### src/rtl/atp_pkg.sv
package atp_pkg;

    typedef enum logic [2:0] {
        ST_IDLE,
        ST_SHIFT_LO,
        ST_SHIFT_HI,
        ST_LE_SETUP,
        ST_PAR_SETUP,
        ST_LE_HIGH,
        ST_GAP
    } atp_state_e;

    function automatic int atp_max(input int a, input int b);
        return (a > b) ? a : b;
    endfunction

endpackage

### src/rtl/atp_timer.sv
module atp_timer #(
    parameter int CNT_W = 6
) (
    input  logic             clk,
    input  logic             rst_n,
    input  logic             load,
    input  logic [CNT_W-1:0] load_val,
    output logic             expired
);

    logic [CNT_W-1:0] cnt_d, cnt_q;

    always_comb begin
        cnt_d = cnt_q;
        if (load) begin
            cnt_d = load_val;
        end else if (cnt_q != '0) begin
            cnt_d = cnt_q - 1'b1;
        end
    end

    always_ff @(posedge clk or negedge rst_n) begin
        if (!rst_n) cnt_q <= '0;
        else        cnt_q <= cnt_d;
    end

    assign expired = (cnt_q == '0);

endmodule

### src/rtl/atp_shifter.sv
module atp_shifter #(
    parameter int WIDTH = 7
) (
    input  logic             clk,
    input  logic             rst_n,
    input  logic             load,
    input  logic [WIDTH-1:0] load_val,
    input  logic             shift,
    output logic             msb
);

    logic [WIDTH-1:0] sh_d, sh_q;

    always_comb begin
        sh_d = sh_q;
        if (load) begin
            sh_d = load_val;
        end else if (shift) begin
            sh_d = {sh_q[WIDTH-2:0], 1'b0};
        end
    end

    always_ff @(posedge clk or negedge rst_n) begin
        if (!rst_n) sh_q <= '0;
        else        sh_q <= sh_d;
    end

    assign msb = sh_q[WIDTH-1];

endmodule

### src/rtl/atten_prog_master.sv
module atten_prog_master
    import atp_pkg::*;
#(
    parameter int CODE_W        = 7,
    parameter int CLK_LO_CYC    = 4,
    parameter int CLK_HI_CYC    = 4,
    parameter int LE_SETUP_CYC  = 2,
    parameter int LE_WIDTH_CYC  = 1,
    parameter int LE_GAP_CYC    = 63,
    parameter int PAR_SETUP_CYC = 1
) (
    input  logic              clk,
    input  logic              rst_n,
    input  logic              req_valid,
    input  logic              req_serial,
    input  logic [CODE_W-1:0] req_code,
    output logic              busy,
    output logic              done,
    output logic              ser_clk,
    output logic              ser_data,
    output logic              latch_en,
    output logic              mode_sel,
    output logic [CODE_W-1:0] par_data
);

    localparam int MAX_LEN = atp_max(atp_max(atp_max(CLK_LO_CYC, CLK_HI_CYC),
                                             atp_max(LE_SETUP_CYC, LE_WIDTH_CYC)),
                                     atp_max(LE_GAP_CYC, PAR_SETUP_CYC));
    localparam int CNT_W = $clog2(MAX_LEN + 1);
    localparam int BIT_W = (CODE_W > 1) ? $clog2(CODE_W) : 1;

    localparam logic [CNT_W-1:0] LO_LD  = CNT_W'(CLK_LO_CYC - 1);
    localparam logic [CNT_W-1:0] HI_LD  = CNT_W'(CLK_HI_CYC - 1);
    localparam logic [CNT_W-1:0] LS_LD  = CNT_W'(LE_SETUP_CYC - 1);
    localparam logic [CNT_W-1:0] LW_LD  = CNT_W'(LE_WIDTH_CYC - 1);
    localparam logic [CNT_W-1:0] GAP_LD = CNT_W'(LE_GAP_CYC - 1);
    localparam logic [CNT_W-1:0] PS_LD  = CNT_W'(PAR_SETUP_CYC - 1);
    localparam logic [BIT_W-1:0] LAST_BIT = BIT_W'(CODE_W - 1);

    typedef struct packed {
        atp_state_e        state;
        logic [BIT_W-1:0]  bit_idx;
        logic              ser_clk;
        logic              latch_en;
        logic              mode_sel;
        logic [CODE_W-1:0] par_data;
        logic              busy;
        logic              done;
    } atp_regs_t;

    atp_regs_t r_d, r_q;

    logic             tmr_load;
    logic [CNT_W-1:0] tmr_val;
    logic             tmr_exp;
    logic             sh_load;
    logic             sh_shift;
    logic             sh_msb;

    atp_timer #(.CNT_W(CNT_W)) u_timer (
        .clk      (clk),
        .rst_n    (rst_n),
        .load     (tmr_load),
        .load_val (tmr_val),
        .expired  (tmr_exp)
    );

    atp_shifter #(.WIDTH(CODE_W)) u_shift (
        .clk      (clk),
        .rst_n    (rst_n),
        .load     (sh_load),
        .load_val (req_code),
        .shift    (sh_shift),
        .msb      (sh_msb)
    );

    always_comb begin
        r_d      = r_q;
        r_d.done = 1'b0;
        tmr_load = 1'b0;
        tmr_val  = '0;
        sh_load  = 1'b0;
        sh_shift = 1'b0;

        unique case (r_q.state)
            ST_IDLE: begin
                if (req_valid) begin
                    r_d.busy = 1'b1;
                    tmr_load = 1'b1;
                    if (req_serial) begin
                        r_d.state    = ST_SHIFT_LO;
                        r_d.mode_sel = 1'b1;
                        r_d.bit_idx  = '0;
                        sh_load      = 1'b1;
                        tmr_val      = LO_LD;
                    end else begin
                        r_d.state    = ST_PAR_SETUP;
                        r_d.mode_sel = 1'b0;
                        r_d.par_data = req_code;
                        tmr_val      = PS_LD;
                    end
                end
            end
            ST_SHIFT_LO: begin
                if (tmr_exp) begin
                    r_d.state = ST_SHIFT_HI;
                    tmr_load  = 1'b1;
                    tmr_val   = HI_LD;
                end
            end
            ST_SHIFT_HI: begin
                if (tmr_exp) begin
                    sh_shift = 1'b1;
                    tmr_load = 1'b1;
                    if (r_q.bit_idx == LAST_BIT) begin
                        r_d.state = ST_LE_SETUP;
                        tmr_val   = LS_LD;
                    end else begin
                        r_d.state   = ST_SHIFT_LO;
                        r_d.bit_idx = r_q.bit_idx + 1'b1;
                        tmr_val     = LO_LD;
                    end
                end
            end
            ST_LE_SETUP, ST_PAR_SETUP: begin
                if (tmr_exp) begin
                    r_d.state = ST_LE_HIGH;
                    tmr_load  = 1'b1;
                    tmr_val   = LW_LD;
                end
            end
            ST_LE_HIGH: begin
                if (tmr_exp) begin
                    r_d.state = ST_GAP;
                    tmr_load  = 1'b1;
                    tmr_val   = GAP_LD;
                end
            end
            ST_GAP: begin
                if (tmr_exp) begin
                    r_d.state = ST_IDLE;
                    r_d.busy  = 1'b0;
                    r_d.done  = 1'b1;
                end
            end
            default: begin
                r_d.state = ST_IDLE;
                r_d.busy  = 1'b0;
            end
        endcase

        r_d.ser_clk  = (r_d.state == ST_SHIFT_HI);
        r_d.latch_en = (r_d.state == ST_LE_HIGH);
    end

    always_ff @(posedge clk or negedge rst_n) begin
        if (!rst_n) begin
            r_q <= '{state: ST_IDLE, bit_idx: '0, ser_clk: 1'b0, latch_en: 1'b0,
                     mode_sel: 1'b0, par_data: '0, busy: 1'b0, done: 1'b0};
        end else begin
            r_q <= r_d;
        end
    end

    assign busy     = r_q.busy;
    assign done     = r_q.done;
    assign ser_clk  = r_q.ser_clk;
    assign ser_data = sh_msb;
    assign latch_en = r_q.latch_en;
    assign mode_sel = r_q.mode_sel;
    assign par_data = r_q.par_data;

endmodule

### config.mk
export PLATFORM = sky130hd
export DESIGN_NAME = atten_prog_master
export DESIGN_NICKNAME = d
export VERILOG_FILES = /design/src/rtl/atp_pkg.sv /design/src/rtl/atp_timer.sv /design/src/rtl/atp_shifter.sv /design/src/rtl/atten_prog_master.sv
export SDC_FILE = /design/constraint.sdc
export NUM_CORES = 1
export LEC_CHECK = 0
export BUFFER_PORTS_ARGS = -buffer_cell sky130_fd_sc_hd__buf_2
export CORE_AREA = 2 2 58 60
export CTS_CLUSTER_SIZE = 20
export DETAILED_ROUTE_END_ITERATION = 12
export DIE_AREA = 0 0 60 62
export PLACE_DENSITY = 0.86
export SETUP_SLACK_MARGIN = 0.4
export SLEW_MARGIN = 20
export SYNTH_ARGS = -nofsm -noshare
export SYNTH_HDL_FRONTEND = slang
export SYNTH_SLANG_ARGS = --single-unit
### constraint.sdc
create_clock -name clk -period 2.5 [get_ports clk]
set_clock_uncertainty 0.1 [all_clocks]
set_input_delay 0.375 -clock clk [delete_from_list [all_inputs] [get_ports clk]]
set_output_delay 0.375 -clock clk [all_outputs]
set_load 0.01 [all_outputs]
**After elaboration in Yosys (flattened, before gate mapping)**

Cells that the tools add are included.

- Equal/unequal tests: 14
- Muxes and demuxes: 34
- $add $sub $neg: 2
- Bitwise logic cells: 2
- Reduce and logical (&&, ||, !) cells: 12

Operators with widths:

| cell | count |
|---|---|
| two-way mux 6 bit | 5 |
| case mux 6 bit (4 select lines) | 1 |
| two-way mux 3 bit | 7 |
| case mux 3 bit (6 select lines) | 1 |
| == test 3 bit, second input constant | 5 |
| two-way mux 2 bit | 7 |
| two-way mux 7 bit | 2 |
| != test 2 bit, second input constant | 5 |
| == test 3 x 2 -> 1 bit, second input constant | 3 |
| two-way mux 1 bit | 8 |
| zero test 6 bit | 1 |
| case mux 3 bit (2 select lines) | 1 |
| AND reduction 3 bit | 2 |
| nonzero test 2 bit | 3 |
| nonzero test 6 bit | 1 |
| subtractor 6 x 1 -> 6 bit, second input constant | 1 |
| AND reduction 5 bit | 1 |
| OR reduction 5 bit | 1 |
| adder 3 x 1 -> 3 bit, second input constant | 1 |
| == test 3 x 1 -> 1 bit, second input constant | 1 |
| zero test 3 bit | 1 |
| case mux 1 bit (3 select lines) | 1 |
| inverter 1 bit | 2 |
| case mux 1 bit (2 select lines) | 1 |
| other kinds (2) | 2 |

- Register bits: 31
- Output and inout port bits: 13
- Bits of input ports: 11
- Logic and storage cells: 74

**Logic depth before layout (Yosys ltp)**

- Depth after elaboration: 5
- Mapped depth: 8
- Depth with buffers taken out: 6

**Cells and area by module**

A second synthesis with hierarchy kept.

- Cell total of the unflattened synthesis: 182
- Area, all modules: 1826.8 um^2

Modules (own cells, without submodules):

| module | instances | area each (um^2) | sequential area each (um^2) | cells each |
|---|---|---|---|---|
| atten_prog_master | 1 | 1104.8 | 450.4 | 112 |
| atp_timer | 1 | 400.4 | 150.1 | 40 |
| atp_shifter | 1 | 321.6 | 175.2 | 30 |

**Worst setup path after synthesis**

OpenSTA, ideal clock, no wires.

- Path type: reg-to-reg
- From: register u_timer.cnt_q[0]
- To: register u_shift.sh_q[1]
- Buffers on the path: 1
- Data arrival time: 1879 ps
- Stages on the path, launching flop included: 8
- Clock period less this slack: 2104 ps
- Data required time: 2275 ps
- Setup time: 125 ps
- Path slack: 396 ps
- Cell sequence: dfrtp_1 > inv_1 > ha_1 > nor2b_1 > clkbuf_1 > nand2_1 > o31ai_4 > mux2_2

- Word-level cells in the longest chain between the ends: 4

Ends and longest elaborated chain:

| element | line | source |
|---|---|---|
| start: declaration | atp_timer.sv:11 | `logic [CNT_W-1:0] cnt_d, cnt_q;` |
| start signal: assignment | atp_timer.sv:24 | `else cnt_q <= cnt_d;` |
| zero test 6 bit | atp_timer.sv:27 | `assign expired = (cnt_q == '0);` |
| two-way mux 1 bit | atten_prog_master.sv:112 | `if (tmr_exp) begin` |
| two-way mux 1 bit | atten_prog_master.sv:85 | `unique case (r_q.state)` |
| nonzero test 2 bit (no source line) | - |  |
| end signal: assignment | atp_shifter.sv:24 | `if (!rst_n) sh_q <= '0;` |
| end signal: assignment | atp_shifter.sv:25 | `else sh_q <= sh_d;` |
| end: declaration | atp_shifter.sv:12 | `logic [WIDTH-1:0] sh_d, sh_q;` |

No other way between the ends.
A chain may end at the register's enable or synchronous reset.

**Worst setup path in the final report**

- From: register u_timer.cnt_q[3]
- To: register r_q[14] (netlist bit)

- Word-level cells in the longest chain between the ends: 3

Ends and longest elaborated chain:

| element | line | source |
|---|---|---|
| zero test 6 bit | atp_timer.sv:27 |  |
| != test 2 bit (no source line) | - |  |
| AND reduction 5 bit (no source line) | - |  |
| end signal: assignment | atten_prog_master.sv:158 | `r_q <= '{state: ST_IDLE, bit_idx: '0, ser_clk: 1'b0, latch_en: 1'b0,` |
| end signal: assignment | atten_prog_master.sv:161 | `r_q <= r_d;` |
| end: declaration | atten_prog_master.sv:51 | `atp_regs_t r_d, r_q;` |

No other way between the ends.

==> metrics.md <==
| Metric | Value |
|---|---|
| H-tree Lvls | `2` |
| Synth-to-layout area growth | `12.63%` |
| Total Routing Usage GR | `0.1928` |
| Number of I/O port buffers | `23` |
| Slowest CP cell | `sky130_fd_sc_hd__or4_1` |
| Post-layout instance count excluding filler cells | `approximately 230` |
| Required time of the worst setup path | `roughly 2.6 ns` |
| Number of vias in the routed layout | `1337` |
| Final wirelength | `3.309 mm` |
| Longest Clk Path Bufs | `2` |
| Layout net count | `200` |
| I/O pin count | `24` |
| Ratio of total power to cell area | `1046 nW/um^2` |
| Worst hold slack across all endpoints | `0.1848 ns` |
| Number of sinks driven by the clock tree | `31` |
| Starting DRT DRC Count | `90` |
| Die outline height | `62 um` |
| Crit-path leading delay family | `simple AND/OR/NAND/NOR gates` |
| Inserted Clock Buffers | `5` |
| Endpoints failing setup | `0` |
| Critical Path Source Type | `register` |
| Global route total overflow | `0` |
| Max FO, Critical Path | `7` |
| Unrepaired setup endpoints after global routing | `no` |
| Die Footprint | `3720 sq um` |
| Cell depth of the worst setup path | `4` |
| Data arrival time of the critical path | `2.17 ns` |
| Reported leakage power | `0.8750 nW` |
| Count of placed standard cells including taps | `220` |
| Clock tree from TritonCTS | `yes` |
| Synth unique cells | `41` |
| Post-route total power | `1.960 mW` |
| Relative max-transition margin | `0.5344` |
| Placer Congestion | `~0.85` |
| Proportion of synthesized chip area in sequential cells | `0.4662` |
| Peak supply drop | `426.6 uV` |
| Yosys warns | `0` |
| Placed wire-length estimate | `2.431 mm` |
| Standard cell core area | `around 3200 sq um` |
| Row count | `21` |
| Post-synthesis net count | `178` |
| Horizontal extent of the die | `60 um` |
| Clock transition at the register clock pins on the worst setup and hold paths after CTS | `0.10 ns` |
| Count of buffering cells on the critical path with inverters included | `0` |
| Setup CP Type | `reg -> reg` |
| Clk Tree Root Cell | `sky130_fd_sc_hd__clkbuf_4` |
| Worst Tran Pin Value | `0.6984 ns` |
| Most common cell after layout, fill and taps aside | `sky130_fd_sc_hd__dfrtp_1` |
| Total negative slack | `0 ns` |
| Starting Density | `0.5234` |
| Top library cells by usage in the layout, fill and taps aside | `sky130_fd_sc_hd__dfrtp_1, sky130_fd_sc_hd__buf_2, sky130_fd_sc_hd__mux2_2` |
| Final period demand of the worst path | `2.046 ns` |
| Reg2Reg Launch Point | `u_timer.cnt_q[3]` |
| Series of cell instances along the critical path | `or4_1 > or4b_4 > o211ai_2 > o31ai_2` |
| Post-Synthesis Mean Instance Area | `10.21 sq um` |
| Diode count | `0` |
| Final critical-path share of the clock period | `0.8186` |
| Endpoint of the worst register-to-register path | `r_q[14]` |
| 1st-pass router iterations | `4` |
| Vias per Instance | `5.763` |
| Main synth FF type | `sky130_fd_sc_hd__dfrtp_1` |
| Slack of the worst reg-to-reg path | `0.45 ns` |
| Delay of the slowest cell on the worst path | `0.57 ns` |
| Number of flops mapped to enable cells by yosys | `0` |
| Synthesized netlist cell count | `163` |
| Reg2Reg Depth | `4` |
| Launching element of the worst setup path | `u_timer.cnt_q[3]` |
| Maximum number of pins on one net before global-route repair | `32` |
| Count of endpoints failing hold in the final timing report | `0` |
| Netlist area before placement | `1664 sq um` |
| Type of the tightest min-delay check | `in -> reg` |
| Share of layout cells above drive strength 1 | `0.3495` |
| Clock latency reported for the late side of the worst-skew pair | `0.33 ns` |
| Max capacitance violation total | `0` |
| Wire length of the first global-routing pass | `roughly 5.2 mm` |
| Slew Viols, Final | `0` |
| Drt drc | `0` |
| Status | `finished clean` |
| Last element of the critical path | `r_q[14]` |
| FFs w/ async S/R, synth | `1.000` |
| Average detailed-routed wire length per instance | `around 14 um` |
| Register bit count reported by yosys | `31` |
| CP endpoint kind | `register` |
| Antenna violations before repair | `0` |
| Number of global-route vias before repair | `1130` |
| Residual antenna-violating net count after detailed routing | `0` |
| Maximum achievable frequency | `488.7 MHz` |
==> through the flow <==
step	setup WS [ns]	instance area [sq um]	util
floorplan	0.4414	1664	-
global placement	0.3881	1775	0.5584
detailed placement	0.3377	1775	0.5584
CTS	0.4003	1843	0.5797
global route	0.4073	1874	0.5895
finish	0.4536	1874	0.5895
==> routing by layer <==
metal / wire, um / GRT usage / vias to the layer above
met5: 0 / 0 / -
met4: 79 / 0.07619 / 0
met3: 262 / 0.06418 / 10
met2: 1552 / 0.3121 / 73
met1: 1415 / 0.2392 / 635
li1: - / - / 619
==> logic make-up after synthesis <==
kind of cell / Yosys count / share of synthesized area
buffers and inverters: 25 / 0.07518
flip-flops: 31 / 0.4662
adder cells (fa/ha/maj): 4 / 0.03008
AO/OA/AOI/OAI: 36 / 0.1526
XOR/XNOR: 3 / 0.01579
multiplexers: 16 / 0.1075
AND/OR/NAND/NOR: 48 / 0.1526
==> power by group <==
part / switching [mW] / internal [mW]
clock network: 0.175 / 0.104
registers: 0.211 / 0.714
logic: 0.387 / 0.369
==> state kept, by name, indices dropped and copies added (netlist names) <==
register       flops
r_q                6
busy               1
done               1
par_data           7
mode_sel           1
ser_clk            1
u_timer.cnt_q      6
latch_en           1
u_shift.sh_q       7
==> synthesized netlist by cell type (3+ instances only) <==
master,instances,area [sq um]
sky130_fd_sc_hd__o22ai_1,4,25.02
sky130_fd_sc_hd__o31ai_1,4,30.03
sky130_fd_sc_hd__buf_4,7,52.55
sky130_fd_sc_hd__nand2_1,14,52.55
sky130_fd_sc_hd__o21ai_0,10,50.05
sky130_fd_sc_hd__mux2_2,15,168.9
sky130_fd_sc_hd__nor3_1,3,15.01
sky130_fd_sc_hd__clkbuf_1,4,15.01
sky130_fd_sc_hd__inv_1,9,33.78
sky130_fd_sc_hd__a21oi_1,7,35.03
sky130_fd_sc_hd__nor2_1,10,37.54
sky130_fd_sc_hd__nand2b_1,4,25.02
sky130_fd_sc_hd__ha_1,4,50.05
sky130_fd_sc_hd__nand3_1,5,25.02
sky130_fd_sc_hd__buf_2,4,20.02
sky130_fd_sc_hd__dfrtp_1,31,775.7
==> what timing repair did <==
item | in CTS | in global routing
gates resized for setup | 2 | 5
setup buffers | 0 | 3
pin swaps | 1 | 2
endpoints found under the hold margin | 31 | 0
endpoints found under the setup margin | 7 | 6
hold buffers | 1 | 0
==> final cells by class <==
class	instances	area, sq um
clock buffers	5	37.54
clock inverters	3	15.01
fillers	274	1305
inverters	9	33.78
multi-input cells	107	774.5
flip-flops and latches	31	778.2
well taps	46	57.56
repair buffers	31	177.7
==> worst min path at each step <==
stage / start / end / cells past startpoint
after detailed placement: rst_n / par_data[0] / 1
after global routing: req_code[3] / par_data[3] / 2
after global placement: rst_n / par_data[0] / 1
after floorplan: rst_n / busy / 0
final: req_code[3] / par_data[3] / 2
after CTS: req_code[2] / par_data[2] / 2
Note: power is estimated with default switching activity, not from simulation.
